**config.mk**
```make
export PLATFORM = sky130hd
export DESIGN_NAME = match_meta_store
export DESIGN_NICKNAME = d
export VERILOG_FILES = /design/src/rtl/mms_pkg.sv /design/src/rtl/mms_act_table.sv /design/src/rtl/mms_presence.sv /design/src/rtl/mms_classify.sv /design/src/rtl/match_meta_store.sv
export SDC_FILE = /design/constraint.sdc
export NUM_CORES = 1
export LEC_CHECK = 0
export BUFFER_PORTS_ARGS = -buffer_cell sky130_fd_sc_hd__buf_2
export CAP_MARGIN = 20
export CORE_ASPECT_RATIO = 1.75
export CORE_UTILIZATION = 31
export DETAILED_ROUTE_END_ITERATION = 6
export SLEW_MARGIN = 10
export SYNTH_ARGS = -nofsm -noshare
export SYNTH_HDL_FRONTEND = slang
export SYNTH_HIERARCHICAL = 1
export SYNTH_SLANG_ARGS = --single-unit
```
**constraint.sdc**
```tcl
create_clock -name clk -period 10.9 [get_ports clk]
set_input_delay 0 -clock clk [delete_from_list [all_inputs] [get_ports clk]]
set_output_delay 0 -clock clk [all_outputs]
set_load 0.05 [all_outputs]
```
**src/rtl/mms_pkg.sv**
```systemverilog
package mms_pkg;
    localparam int ACT_W   = 3;
    localparam int FRAME_W = 2;
    localparam int OFF_W   = 3;

    typedef enum logic [1:0] {
        RES_NONE  = 2'd0,
        RES_PARK  = 2'd1,
        RES_FIRE  = 2'd2,
        RES_FAULT = 2'd3
    } res_e;

    typedef enum logic {
        CMD_ALLOC = 1'b0,
        CMD_FREE  = 1'b1
    } cmd_e;
endpackage

```
**src/rtl/mms_act_table.sv**
```systemverilog
module mms_act_table
    import mms_pkg::*;
#(
    parameter int AW = ACT_W,
    parameter int FW = FRAME_W
) (
    input  logic          clk,
    input  logic          rst_n,
    input  logic          alloc_en,
    input  logic          free_en,
    input  logic [AW-1:0] wr_act,
    input  logic [FW-1:0] wr_frame,
    input  logic [AW-1:0] rd_act,
    output logic          rd_valid,
    output logic [FW-1:0] rd_frame,
    output logic          peek_valid,
    output logic [FW-1:0] peek_frame
);
    localparam int NUM_ACT = 1 << AW;

    logic          valid_q [NUM_ACT];
    logic [FW-1:0] frame_q [NUM_ACT];

    for (genvar a = 0; a < NUM_ACT; a++) begin : g_ent
        logic hit_w;
        assign hit_w = (wr_act == AW'(a));
        always_ff @(posedge clk or negedge rst_n) begin
            if (!rst_n) begin
                valid_q[a] <= 1'b0;
                frame_q[a] <= '0;
            end else if (alloc_en && hit_w) begin
                valid_q[a] <= 1'b1;
                frame_q[a] <= wr_frame;
            end else if (free_en && hit_w) begin
                valid_q[a] <= 1'b0;
            end
        end
    end

    always_comb begin
        rd_valid   = valid_q[rd_act];
        rd_frame   = frame_q[rd_act];
        peek_valid = valid_q[wr_act];
        peek_frame = frame_q[wr_act];
    end
endmodule

```
**src/rtl/mms_presence.sv**
```systemverilog
module mms_presence
    import mms_pkg::*;
#(
    parameter int FW = FRAME_W,
    parameter int OW = OFF_W
) (
    input  logic          clk,
    input  logic          rst_n,
    input  logic [FW-1:0] rd_frame,
    input  logic [OW-1:0] rd_off,
    output logic          rd_present,
    output logic          rd_port,
    input  logic          upd_set,
    input  logic          upd_clr,
    input  logic [FW-1:0] upd_frame,
    input  logic [OW-1:0] upd_off,
    input  logic          upd_port,
    input  logic          wipe_en,
    input  logic [FW-1:0] wipe_frame
);
    localparam int NUM_FRAMES = 1 << FW;
    localparam int GW         = OW - 1;
    localparam int NUM_GRP    = 1 << GW;

    // word layout: [3]=presence even, [2]=port even, [1]=presence odd, [0]=port odd
    logic [3:0] word_q [NUM_FRAMES][NUM_GRP];

    for (genvar f = 0; f < NUM_FRAMES; f++) begin : g_frame
        for (genvar g = 0; g < NUM_GRP; g++) begin : g_grp
            logic sel_w;
            assign sel_w = (upd_frame == FW'(f)) && (upd_off[OW-1:1] == GW'(g));
            always_ff @(posedge clk or negedge rst_n) begin
                if (!rst_n) begin
                    word_q[f][g] <= 4'b0000;
                end else if (wipe_en && wipe_frame == FW'(f)) begin
                    word_q[f][g] <= 4'b0000;
                end else if (sel_w && upd_set) begin
                    if (upd_off[0]) word_q[f][g][1:0] <= {1'b1, upd_port};
                    else            word_q[f][g][3:2] <= {1'b1, upd_port};
                end else if (sel_w && upd_clr) begin
                    if (upd_off[0]) word_q[f][g][1] <= 1'b0;
                    else            word_q[f][g][3] <= 1'b0;
                end
            end
        end
    end

    logic [3:0] rd_word;
    logic [1:0] rd_pair;
    always_comb begin
        rd_word    = word_q[rd_frame][rd_off[OW-1:1]];
        rd_pair    = rd_off[0] ? rd_word[1:0] : rd_word[3:2];
        rd_present = rd_pair[1];
        rd_port    = rd_pair[0];
    end
endmodule

```
**src/rtl/mms_classify.sv**
```systemverilog
module mms_classify
    import mms_pkg::*;
(
    input  logic req,
    input  logic valid,
    input  logic present,
    input  logic stored_port,
    input  logic port,
    output res_e res
);
    always_comb begin
        res = RES_NONE;
        unique case ({req, valid, present})
            3'b100, 3'b101: res = RES_FAULT;
            3'b110:         res = RES_PARK;
            3'b111:         res = (port != stored_port) ? RES_FIRE : RES_FAULT;
            default:        res = RES_NONE;
        endcase
    end
endmodule

```
**src/rtl/match_meta_store.sv**
```systemverilog
module match_meta_store
    import mms_pkg::*;
#(
    parameter int AW = ACT_W,
    parameter int FW = FRAME_W,
    parameter int OW = OFF_W
) (
    input  logic          clk,
    input  logic          rst_n,
    input  logic          cmd_valid,
    input  logic          cmd_op,
    input  logic [AW-1:0] cmd_act,
    input  logic [FW-1:0] cmd_frame,
    input  logic          lk_req,
    input  logic [AW-1:0] lk_act,
    input  logic [OW-1:0] lk_offset,
    input  logic          lk_port,
    output logic          lk_hit,
    output logic          lk_park,
    output logic          lk_err,
    output logic [FW-1:0] lk_frame,
    output logic          lk_present,
    output logic          lk_stored_port
);
    logic          alloc_en, free_en;
    logic          rd_valid, peek_valid;
    logic [FW-1:0] rd_frame, peek_frame;
    logic          pres_w, port_w;
    res_e          res;

    assign alloc_en = cmd_valid && (cmd_e'(cmd_op) == CMD_ALLOC);
    assign free_en  = cmd_valid && (cmd_e'(cmd_op) == CMD_FREE);

    mms_act_table #(.AW(AW), .FW(FW)) u_table (
        .clk        (clk),
        .rst_n      (rst_n),
        .alloc_en   (alloc_en),
        .free_en    (free_en),
        .wr_act     (cmd_act),
        .wr_frame   (cmd_frame),
        .rd_act     (lk_act),
        .rd_valid   (rd_valid),
        .rd_frame   (rd_frame),
        .peek_valid (peek_valid),
        .peek_frame (peek_frame)
    );

    mms_presence #(.FW(FW), .OW(OW)) u_pres (
        .clk        (clk),
        .rst_n      (rst_n),
        .rd_frame   (rd_frame),
        .rd_off     (lk_offset),
        .rd_present (pres_w),
        .rd_port    (port_w),
        .upd_set    (res == RES_PARK),
        .upd_clr    (res == RES_FIRE),
        .upd_frame  (rd_frame),
        .upd_off    (lk_offset),
        .upd_port   (lk_port),
        .wipe_en    (free_en && peek_valid),
        .wipe_frame (peek_frame)
    );

    mms_classify u_cls (
        .req         (lk_req),
        .valid       (rd_valid),
        .present     (pres_w),
        .stored_port (port_w),
        .port        (lk_port),
        .res         (res)
    );

    always_comb begin
        lk_hit  = 1'b0;
        lk_park = 1'b0;
        lk_err  = 1'b0;
        unique case (res)
            RES_PARK:  lk_park = 1'b1;
            RES_FIRE:  lk_hit  = 1'b1;
            RES_FAULT: lk_err  = 1'b1;
            default:   ;
        endcase
        lk_frame       = rd_frame;
        lk_present     = pres_w;
        lk_stored_port = port_w;
    end
endmodule

```
==> impl_metrics.ini, run 1 <==
[place]
place_inst = 672
hpwl_mm = 9.59
portBuffers = 23
placed_area_sq_mm = 0.00502
gp_congestion = 0.899
dp_slack_ns = 6.60

[clock_network]
clock_sinks = 88
cts_setup_buffers = 0
clock-root-buffer = clkbuf_16
cts_resized = 0
ctsHoldBuffers = 3
clock_latency_ns = 0.34
cts_tree = built
cts_made_buffers = 9
path_clk_slew_ns = 0.06
htreeDepth = 3
clock_path_buffers = 2

[critical_path]
crit_family = compound AO/OA/AOI/OAI gates
rr_worst_depth = 14
critPathMaxFanout = 40
crit_type = flop to flop
cp_slowest_cell = o211ai_1
end_kind = flop
required_ns = 11.16
start_kind = flop
cp.arrival_ns = 4.68
worst-path-buf-inv = 1
cp.depth = 14
critical_path.max_stage_delay_ns = 0.79
path_common_cell = a31oi_1
path_cells = mux4_1, mux2_2, buf_4, mux2i_1, a22oi_1, and4b_1, a31oi_1, o311ai_1, xor2_1, a31oi_1, nor2b_1, o211ai_1, o21ai_0, a21oi_1

[timing]
timing.final.hold_violations = 0
tightest_slew_ns = 1.01
fin_crit_sh = 0.405
grt_setup_unrepaired = false
timing.slew.headroom = 0.322
timing.setup.tns_ns = 0
skew_ns = 0.00649
clock.fmax_mhz = 226
worst_slack_ns = 6.48
setup_violations = 0
maxSlewViolCount = 0
finalCriticalPeriod_ns = 4.42

[finish]
final_cells = 691
layout-drive-gt1-share = 0.131
nNetsFinal = 518
mostFrequentLayoutCells = dfrtp_1 (88), nand2_1 (70), a21oi_1 (56), mux2i_1 (48), o21ai_0 (41)
fillers = 1594
syn_to_final_growth_pct = 10.7
final_common_cell = dfrtp_1
final_cell_area_sq_mm = 0.00537
antenna_cells = 0

[yosys]
yosysSeqAreaShare = 0.454
synth.distinct_cells = 46
synthFlopType = dfrtp_1
netlist_area_sq_mm = 0.00485
synth_cells = 493
synthArstFlopShare = 1.00
yosys_register_bits = 88
synth_edf_count = 0
yosysTopAreaCellShare = 0.454
syn-num-nets = 510
syn_area_per_cell_sq_um = 9.84
yosysTopAreaCell = dfrtp_1
yosysWarnings = 6
synth.area.top_cells = dfrtp_1 (45%), mux2i_1 (9.9%), a21oi_1 (5.8%), nand2_1 (5.4%), mux2_2 (4.6%)

[die]
ios = 24
core.rowCount = 60
fp.dieH_um = 168
fp.dieW_um = 96.6
initial_utilization = 0.317
dieArea_sq_mm = 0.0162
coreArea_sq_mm = 0.0153

[drt]
firstDrtPassIters = 5
routed_wl_mm = 13.4
drtAntennaViolNets = 0
first_iter_violations = 439
vias_per_cell = 5.67
wl_per_cell_um = 19.3
vias = 3916
drcViolationCount = 0

[global_routing]
gr-total-overflow = 0
grt_pass1_wl_mm = 21.1
grt_pass1_vias = 3941
grt_start_max_net_pins = 72
antenna_found_initial = 0
grt.total_usage = 0.175

[run_status]
status = finished clean

[pwr]
fin_total_pwr_mw = 1.13
powerDensity_mw_per_mm2 = 210
peakVddDrop_mv = 0.102
p_leak_nw = 2.39

[run]
max_cap_violations = 0

[worst_hold_path]
hold_path.class = primary input to async pin
-- metrics by stage --
| step | hold slack, ns | util |
|---|---|---|
| after floorplan | -0.296 | - |
| after global placement | -0.120 | 0.327 |
| after detailed placement | -0.117 | 0.328 |
| after CTS | 0.0652 | 0.350 |
| after global routing | 0.0916 | 0.351 |
| final | 0.0671 | 0.351 |
-- kinds of logic after synthesis --
| logic type | count (synthesis) | share of synthesized area |
|---|---|---|
| flops | 88 | 0.454 |
| mux | 76 | 0.188 |
| buf+inv | 36 | 0.0446 |
| xor+xnor | 1 | 0.00180 |
| simple gates | 165 | 0.167 |
| compound gates | 127 | 0.145 |
-- final cells by class --
cell class	instances	area [sq um]	area share
multi-input cells	369	2430	0.453
clock buffers	10	229	0.0426
flip-flops and latches	88	2200	0.410
inverters	3	11.3	0.00210
well taps	186	233	0.0433
clock inverters	5	81.3	0.0151
repair buffers	30	181	0.0338
-- sequential cells by signal (all words and copies together), names as in the netlist --
register,flops
u_table/frame_q,16
u_table/valid_q,8
u_pres/word_q,64
-- routing by layer --
| layer | vias up | track usage | routed length [um] |
|---|---|---|---|
| met3 | 44 | 0.0332 | 597 |
| met2 | 167 | 0.298 | 7060 |
| li1 | 1797 | - | - |
| met4 | 0 | 0.116 | 862 |
| met1 | 1908 | 0.192 | 4830 |
| met5 | - | 0 | 0 |
-- Yosys cell counts, drive strengths merged, types with 10 or more instances --
| cell type | number |
|---|---|
| o21ai | 43 |
| nor2 | 22 |
| a22oi | 15 |
| nand2 | 70 |
| nand3 | 24 |
| dfrtp | 88 |
| mux2 | 20 |
| nor2b | 10 |
| a21oi | 56 |
| mux2i | 48 |
| buf | 19 |
| clkbuf | 14 |
-- path summary, 6_finish.rpt --
path,start,endpoint,slack (ns)
setup / recovery,u_table/frame_q[9],u_pres/word_q[51],6.48
hold / removal,rst_n,u_table/frame_q[7],0.07
setup reg to reg,u_table/frame_q[9],u_pres/word_q[51],6.48
hold reg to reg,u_table/valid_q[3],u_table/valid_q[3],0.52
max in group asynchronous,rst_n,u_pres/word_q[53],9.65
min in group clk,cmd_op,u_table/valid_q[5],0.09
-- report_power, final --
part / total [mW] / switching [mW] / internal, mW
Clock: 0.325 / 0.125 / 0.200
Combinational: 0.336 / 0.203 / 0.133
Sequential: 0.469 / 0.0525 / 0.417
Total: 1.13 / 0.381 / 0.750
(Power assumes the default switching activity.)
==> run 2: changes to the inputs <==
==> constraint.sdc (replaced) <==
create_clock -name clk -period 4.6 [get_ports clk]
set_input_delay 0 -clock clk [delete_from_list [all_inputs] [get_ports clk]]
set_output_delay 0 -clock clk [all_outputs]
set_load 0.05 [all_outputs]
==> run 2 against run 1 <==
  * Die area unchanged
  * Cell count up 0.87%
  * Wire length down 0.97%
  * Worst setup slack worse by 6.2 ns
  * Non-clock buffer count up 5
  * Fmax up 1.2%
  * Combinational power up 140%
  * Cell area up 0.91%
  * Clock skew up 0.0053 ns
  * Sequential share of layout area down 0.37 points
  * Critical endpoint is now u_pres/word_q[4]
  * Highest routed layer unchanged
==> impl_metrics.ini, run 2 (synthesized netlist as in run 1, its figures left out) <==
[timing]
skew_ns = 0.0118
maxSlewViolCount = 0
fin_crit_sh = 0.949
setup_violations = 0
timing.final.hold_violations = 0
finalCriticalPeriod_ns = 4.36
tightest_slew_ns = 0.992
timing.setup.tns_ns = 0
clock.fmax_mhz = 229
hold_slack_ns = 0.0875
timing.slew.headroom = 0.334
grt_setup_unrepaired = false

[finish]
nNetsFinal = 523
largest_reg_flops = 64
syn_to_final_growth_pct = 11.7
largest_register = u_pres/word_q
antenna_cells = 0
largestRegisters = u_pres/word_q (64), u_table/frame_q (16), u_table/valid_q (8)
layout-drive-gt1-share = 0.149
final_common_cell = dfrtp_1
mostFrequentLayoutCells = dfrtp_1 (88), nand2_1 (70), a21oi_1 (56), mux2i_1 (48), o21ai_0 (41)

[place]
gp_congestion = 0.884
hpwl_mm = 9.56
portBuffers = 23

[global_routing]
gr-total-overflow = 0
grt_pass1_wl_mm = 20.8
grt_start_max_net_pins = 89
grt.total_usage = 0.173
antenna_found_initial = 0
grt_pass1_vias = 3926

[run_status]
status = finished clean

[drt]
routed_wl_mm = 13.2
drcViolationCount = 0
vias_per_cell = 5.58
vias = 3891
first_iter_violations = 325
drtAntennaViolNets = 0
wl_per_cell_um = 19.0
firstDrtPassIters = 5

[critical_path]
crit_type = flop to flop
critPathMaxFanout = 14
required_ns = 4.80
end_kind = flop
cp.arrival_ns = 4.56
rr_worst_depth = 14
start_kind = flop
startpoint = u_table/frame_q[6]
worstReg2RegStart = u_table/frame_q[6]

[run]
max_cap_violations = 0

[clock_network]
htreeDepth = 3
cts_made_buffers = 9
cts_tree = built
clock_sinks = 88
clock-root-buffer = clkbuf_16
clock_latency_ns = 0.34
path_clk_slew_ns = 0.06
clock_path_buffers = 2

[pwr]
p_int_mw = 1.74
p_sw_uw = 912
pwr-share-clk = 0.281
switching_share = 0.344
p_leak_nw = 2.42
peakVddDrop_mv = 0.244
p_seq_frac = 0.421
powerDensity_mw_per_mm2 = 489
share_comb_of_total_power = 0.298

[die]
ios = 24
fp.dieW_um = 96.6
coreArea_sq_mm = 0.0153
dieArea_sq_mm = 0.0162
core.rowCount = 60
initial_utilization = 0.317
fp.dieH_um = 168

[worst_hold_path]
hold_path.class = primary input to flop
hold_depth = 4
hold_start = cmd_op
run 2: cell count changes in the layout (fill, tap and decap cells not counted):
cell,before,now
inv_6,1,2
bufinv_16,2,1
nor2b_2,0,1
nor2b_1,10,9
clkinvlp_4,1,0
o311ai_2,0,2
clkinv_4,0,3
buf_4,4,9
o311ai_1,2,0
clkbuf_1,1,0
run 2: area by class of cell:
| type | count | area, sq um |
|---|---|---|
| Clock inverter | 7 | 78.8 |
| Clock buffer | 9 | 225 |
| Multi-Input combinational cell | 369 | 2450 |
| Sequential cell | 88 | 2200 |
| Fill cell | 1588 | 9890 |
| Timing Repair Buffer | 35 | 219 |
| Inverter | 3 | 11.3 |
| Tap cell | 186 | 233 |
run 2: path summary, 6_finish.rpt:
check / end / slack, ns
max in group asynchronous: u_pres/word_q[33] / 3.75
setup / recovery: u_pres/word_q[4] / 0.24
min in group asynchronous: u_table/valid_q[4] / 0.28
hold reg to reg: u_table/valid_q[3] / 0.51
hold / removal: u_table/valid_q[6] / 0.09
setup reg to reg: u_pres/word_q[4] / 0.24
run 2: routing by layer:
layer  track usage  wire length, um  vias to the layer above
met2         0.301             7090                      126
met1         0.194             4920                     1926
met4        0.0934              641                        0
li1              -                -                     1801
met5             0                0                        -
met3        0.0300              572                       38
run 2: stage by stage:
step,setup slack (ns),cells,utilization,power (mW),cell area [sq um]
after floorplan,0.109,493,-,1.70,4870
after global placement,0.398,678,0.332,1.89,5080
after detailed placement,0.263,678,0.332,1.92,5080
after CTS,0.256,697,0.354,2.66,5420
after global routing,0.0580,697,0.354,2.80,5420
final,0.235,697,0.354,2.65,5420
run 2: power groups by stage:
stage / Combinational (mW) / Sequential, mW / Clock [mW]
2_1_floorplan: 0.628 / 1.08 / 0
3_3_place_gp: 0.775 / 1.12 / 0
3_5_place_dp: 0.787 / 1.13 / 0
4_1_cts: 0.792 / 1.12 / 0.756
5_1_grt: 0.869 / 1.14 / 0.789
6_report: 0.791 / 1.12 / 0.745
run 2: timing repair:
action,CTS,global route
endpoints found under the hold margin,95,0
buffers inserted,0,0
gates resized for setup,0,0
hold buffers,3,0
run 2: worst max-delay path: stages (launching register included):
cell,delay (ns)
dfrtp_1,0.40
mux4_1,0.50
mux2_2,0.37
nor2b_1,0.42
a22oi_1,0.13
and4b_1,0.21
a31oi_1,0.27
o311ai_2,0.19
xor2_1,0.20
a31oi_1,0.30
and2b_2,0.27
and3_1,0.55
nand2_1,0.18
mux2i_1,0.17
nor2_1,0.06
